<file path="src/rtl/sat_cnt_pkg.sv">
package sat_cnt_pkg;

    typedef enum logic {
        DIR_UP   = 1'b0,
        DIR_DOWN = 1'b1
    } dir_e;

    typedef enum logic [1:0] {
        ZONE_FLOOR = 2'd0,
        ZONE_SPAN  = 2'd1,
        ZONE_CEIL  = 2'd2
    } zone_e;

endpackage

</file>
<file path="src/rtl/sat_cnt_zone.sv">
module sat_cnt_zone
    import sat_cnt_pkg::*;
#(
    parameter int WIDTH = 4
) (
    input  logic [WIDTH-1:0] cur,
    output zone_e            zone
);
    localparam logic [WIDTH-1:0] CEIL_CODE  = {WIDTH{1'b1}};
    localparam logic [WIDTH-1:0] FLOOR_CODE = '0;

    always_comb begin
        if (cur == CEIL_CODE)
            zone = ZONE_CEIL;
        else if (cur == FLOOR_CODE)
            zone = ZONE_FLOOR;
        else
            zone = ZONE_SPAN;
    end
endmodule

</file>
<file path="src/rtl/sat_cnt_next.sv">
module sat_cnt_next
    import sat_cnt_pkg::*;
#(
    parameter int WIDTH = 4
) (
    input  logic [WIDTH-1:0] cur,
    input  zone_e            zone,
    input  dir_e             dir,
    output logic [WIDTH-1:0] nxt
);
    localparam logic [WIDTH-1:0] UNIT = WIDTH'(1);

    always_comb begin
        nxt = cur;
        unique case (zone)
            ZONE_FLOOR: nxt = (dir == DIR_UP)   ? cur + UNIT : cur;
            ZONE_CEIL:  nxt = (dir == DIR_DOWN) ? cur - UNIT : cur;
            ZONE_SPAN:  nxt = (dir == DIR_UP)   ? cur + UNIT : cur - UNIT;
            default:    nxt = cur;
        endcase
    end
endmodule

</file>
<file path="src/rtl/sat_cnt_flags.sv">
module sat_cnt_flags
    import sat_cnt_pkg::*;
(
    input  zone_e zone,
    output logic  top_flag,
    output logic  bottom_flag
);
    always_comb begin
        top_flag    = 1'b0;
        bottom_flag = 1'b0;
        unique case (zone)
            ZONE_CEIL:  top_flag    = 1'b1;
            ZONE_FLOOR: bottom_flag = 1'b1;
            ZONE_SPAN:  ;
            default:    ;
        endcase
    end
endmodule

</file>
<file path="src/rtl/sat_updown_counter.sv">
module sat_updown_counter
    import sat_cnt_pkg::*;
#(
    parameter int WIDTH = 4
) (
    input  logic             clk,
    input  logic             rst,
    input  logic             mode,
    output logic [WIDTH-1:0] count,
    output logic             at_max,
    output logic             at_min
);
    logic [WIDTH-1:0] state_q;
    logic [WIDTH-1:0] state_d;
    zone_e            zone;
    dir_e             dir;

    assign dir = dir_e'(mode);

    sat_cnt_zone #(.WIDTH(WIDTH)) u_zone (
        .cur  (state_q),
        .zone (zone)
    );

    sat_cnt_next #(.WIDTH(WIDTH)) u_next (
        .cur  (state_q),
        .zone (zone),
        .dir  (dir),
        .nxt  (state_d)
    );

    sat_cnt_flags u_flags (
        .zone        (zone),
        .top_flag    (at_max),
        .bottom_flag (at_min)
    );

    always_ff @(posedge clk) begin
        if (rst)
            state_q <= '0;
        else
            state_q <= state_d;
    end

    assign count = state_q;
endmodule

</file>
<file path="config.mk">
export PLATFORM = sky130hd
export DESIGN_NAME = sat_updown_counter
export DESIGN_NICKNAME = d
export VERILOG_FILES = /design/src/rtl/sat_cnt_pkg.sv /design/src/rtl/sat_cnt_zone.sv /design/src/rtl/sat_cnt_next.sv /design/src/rtl/sat_cnt_flags.sv /design/src/rtl/sat_updown_counter.sv
export SDC_FILE = /design/constraint.sdc
export NUM_CORES = 1
export LEC_CHECK = 0
export ABC_AREA = 1
export BUFFER_PORTS_ARGS = -buffer_cell sky130_fd_sc_hd__buf_2
export CAP_MARGIN = 20
export CORE_AREA = 3 3 40 42
export DETAILED_ROUTE_END_ITERATION = 6
export DIE_AREA = 0 0 43 45
export GPL_TIMING_DRIVEN = 0
export PLACE_DENSITY = 0.43
export SLEW_MARGIN = 15
export SYNTH_ARGS = -nofsm -noshare
export SYNTH_HDL_FRONTEND = slang
export SYNTH_SLANG_ARGS = --single-unit
export TNS_END_PERCENT = 30
</file>
<file path="constraint.sdc">
create_clock -name clk -period 1.55 [get_ports clk]
set_clock_uncertainty 0.15 [all_clocks]
set_input_delay 0.155 -clock clk [delete_from_list [all_inputs] [get_ports clk]]
set_output_delay 0.155 -clock clk [all_outputs]
set_load 0.01 [all_outputs]
</file>
==> flow_summary.rst <==
.. list-table::
   :header-rows: 1

   * - Metric
     - Value
   * - Worst r2r src
     - count[1]
   * - Max FFs per register
     - 4
   * - Horizontal extent of the die
     - 43 um
   * - Crit-path max FO
     - 7
   * - Hpwl dp
     - about 550 um
   * - Total Die Area
     - roughly 0.0019 sq mm
   * - Routed Wire Length
     - approximately 730 um
   * - Nets
     - a little over 70
   * - DRC violation count after routing
     - 0
   * - P&R area growth vs syn
     - 40.4%
   * - Slew Limit Fails
     - 0
   * - Maximum number of pins on one net before global-route repair
     - 9
   * - Status
     - completed
   * - Top achievable clock speed
     - 706 MHz
   * - Largest incremental delay on the critical path
     - ~0.40 ns
   * - Number of buffers created by CTS
     - 3
   * - Num rows
     - 13
   * - Clock tree from TritonCTS
     - yes
   * - Met2 track demand over resource in global routing
     - 0.126
   * - Startpoint of the worst hold path
     - mode
   * - Cell with the largest stage delay on the worst path
     - dfxtp_2
   * - Overall power consumption
     - 641 uW
   * - Area of the placeable core
     - ~0.0013 sq mm
   * - Cells along the critical path
     - inv_1, ha_2, nand2_2, inv_1, buf_2
   * - Cell chosen for the clock root
     - clkbuf_4
   * - Clock transition at the register clock pins on the worst setup and hold paths after CTS
     - approximately 0.03 ns
   * - GR peak layer
     - met2
   * - Yosys synthesis warning count
     - 0
   * - Simple-gate area share of the yosys netlist
     - 0.460
   * - Number of clock sinks
     - 4
   * - Mux contribution to synthesized area
     - 0
   * - # setup viols final
     - 0
   * - Placed cells
     - 74
   * - Flip-flop and latch area
     - ~85 sq um
   * - Share of the synthesized netlist area taken by xor and xnor gates
     - 0.0264
   * - Met3 track utilization from global routing
     - 0.0478
   * - Final count of hold timing violations
     - 0
   * - Average wire per cell in the routed design
     - about 9.2 um
   * - Area fraction of the dominant cell type after synthesis
     - 0.242
   * - GR Overflow Total
     - 0
   * - Distinct cells, synth
     - 16
   * - Antenna viol nets, final
     - 0
   * - Unrepaired setup endpoints after global routing
     - no
   * - Reg2Reg Setup Slack
     - ~0.18 ns
   * - Final clock period utilization by the worst path
     - 0.914
   * - Fill cell count
     - about 150
   * - Req. time, crit path
     - between 1 and 1.5 ns
   * - Num ports
     - 9
   * - Synth top area cells
     - dfxtp_1 (24%), nand2_1 (16%), nand3_1 (9.1%)
   * - Count of buffers inserted at the top-level ports
     - 8
   * - Combined global-route utilization of all metal layers
     - 0.0907
   * - Proportion of synthesized chip area in sequential cells
     - 0.242
   * - CTS H-tree depth
     - 1
   * - Number of synthesized register bits
     - 4
   * - Maximum VDD drop
     - 544 uV
   * - Critical path arrival
     - between 1 and 1.5 ns
   * - Number of non-filler instances in the completed layout
     - 80
   * - Worst setup path category
     - reg2out
   * - Least-Margin Pin Slew
     - ~0.27 ns
   * - Fraction of the mapped netlist area in compound gates
     - 0.0830
   * - Avg Inst Size Synth
     - approximately 6.5 sq um
   * - First DRT Iteration DRCs
     - 6
   * - Destination of the worst hold path
     - count[1]
   * - Length of the first detailed-routing pass in iterations
     - 4
   * - Leak
     - approximately 0.25 nW
   * - Post-DR vias/cell
     - 4.44
   * - Most frequent cells in the layout
     - nand2_1 (14), buf_2 (8), inv_1 (6), nand3_1 (6)
   * - First-pass GRT wire length
     - ~1300 um
   * - Critical path capture point type
     - output pin
   * - Power Dens Cells
     - around 1400 mW/mm^2
   * - Maximum root-to-sink buffer count
     - 2
   * - Final weighted congestion of routability-driven global placement
     - ~0.68
   * - Most used cell along the critical path
     - inv_1
   * - Standard cell area after detailed placement
     - about 390 sq um
   * - Global routing met1 resource utilization
     - 0.118
   * - Worst min-delay path category
     - in2reg
   * - Number of global-route vias before repair
     - a little under 300
   * - Worst Reg-to-Reg Cells
     - 8
   * - Final total negative setup slack
     - 0 ns
   * - Cell depth of the worst min-delay path
     - 4
   * - Post-Syn Nets
     - 56
   * - Hold WS
     - around 0.13 ns
   * - Multi-input gate area
     - approximately 240 sq um
   * - Via count
     - about 360
   * - End of the worst register-to-register path
     - count[2]
   * - Non-Filler Cell Area, Final
     - around 470 sq um
   * - Fraction of final layout cells with drive strength greater than 1
     - 0.400
   * - Worst skew pair latency
     - approximately 0.23 ns
   * - Die Y
     - ~45 um
   * - Initial antenna violation count
     - 0
   * - Max-Slew Margin vs Limit
     - 0.821
   * - Max-cap check violation count
     - 0
   * - Main combinational cell family by area after synthesis
     - simple AND/OR/NAND/NOR gates
   * - ANT cells
     - 0
   * - Most frequent standard cell in the layout excluding fill and tap cells
     - nand2_1
   * - Dominant cell type by area after synthesis
     - dfxtp_1
   * - Starting utilization of the core area
     - 0.258
   * - Synthesized area
     - between 300 and 400 sq um
   * - Post-synthesis share of cell area spent on full adders, half adders and majority gates
     - 0.0755
   * - Post-layout minimum cycle time
     - approximately 1.4 ns
   * - Syn Inst Count
     - between 50 and 60
   * - Type of origin of the critical path
     - flip-flop
## cells by family after synthesis
| family | count (synthesis) |
|---|---|
| buffers and inverters | 8 |
| xor gates and xnor gates | 1 |
| DFF | 4 |
| and+or+nand+nor | 31 |
| adders and majority gates | 2 |
| AOI/OAI and AO/OA | 5 |
## timing repair
item                                   CTS  global route
endpoints found under the hold margin    3             0
buffers inserted                         0             2
resized for setup                        3             5
cloned                                   0             0
setup endpoints to repair                2             2
pin swaps                                0             1
hold buffers                             1             0
## worst max-delay path: cells and delay by family (launching register included)
| family | cells | cell delay, ns |
|---|---|---|
| flip-flops | 1 | 0.40 |
| buffers and inverters | 3 | 0.23 |
| adder cells (fa/ha/maj) | 1 | 0.18 |
| AND/OR/NAND/NOR | 1 | 0.07 |
## where the power goes
part / switching [mW] / total, mW / leakage [nW] / internal [mW]
logic: 0.180 / 0.337 / 0.204 / 0.157
registers: 0.0450 / 0.178 / 0.0341 / 0.133
clock network: 0.0398 / 0.126 / 0.0138 / 0.0864
## how the worst max path moves through the flow
stage,cells past startpoint,slack (ns),from,to
2_1_floorplan,8,0.15,count[0],count[3]
3_5_place_dp,7,0.06,count[0],count[2]
3_3_place_gp,7,0.04,count[0],count[2]
5_1_grt,4,0.02,count[1],at_max
6_report,5,0.13,count[1],at_min
4_1_cts,4,0.0009,count[1],at_max
## routing by layer
layer	wire (um)	up-vias
li1	-	190
met1	378	158
met2	333	7
met3	21	0
met4	0	0
met5	0	-
## stage by stage
stage | util | setup WS [ns]
after floorplan | - | 0.151
after global placement | 0.304 | 0.0404
after detailed placement | 0.304 | 0.0591
after CTS | 0.333 | 0.000877
after global routing | 0.362 | 0.0191
final | 0.362 | 0.134
## layout make-up
class / count / area share
multi-input cells: 39 / 0.508
plain buffers: 1 / 0.0242
repair buffers: 11 / 0.140
clock buffers: 3 / 0.0484
inverters: 7 / 0.0565
well taps: 15 / 0.0403
flip-flops and latches: 4 / 0.183
## synth_stat cells
master	instances
nand2_4	1
ha_1	2
nor2_2	2
inv_1	7
nand3_2	1
nand3_1	6
buf_6	1
nand2_2	3
a21oi_1	3
xor2_1	1
nor2_1	3
nand2_1	14
dfxtp_1	4
nand4_1	1
o21bai_1	1
o21ai_0	1
No activity file was read; power rests on OpenSTA's default activity.
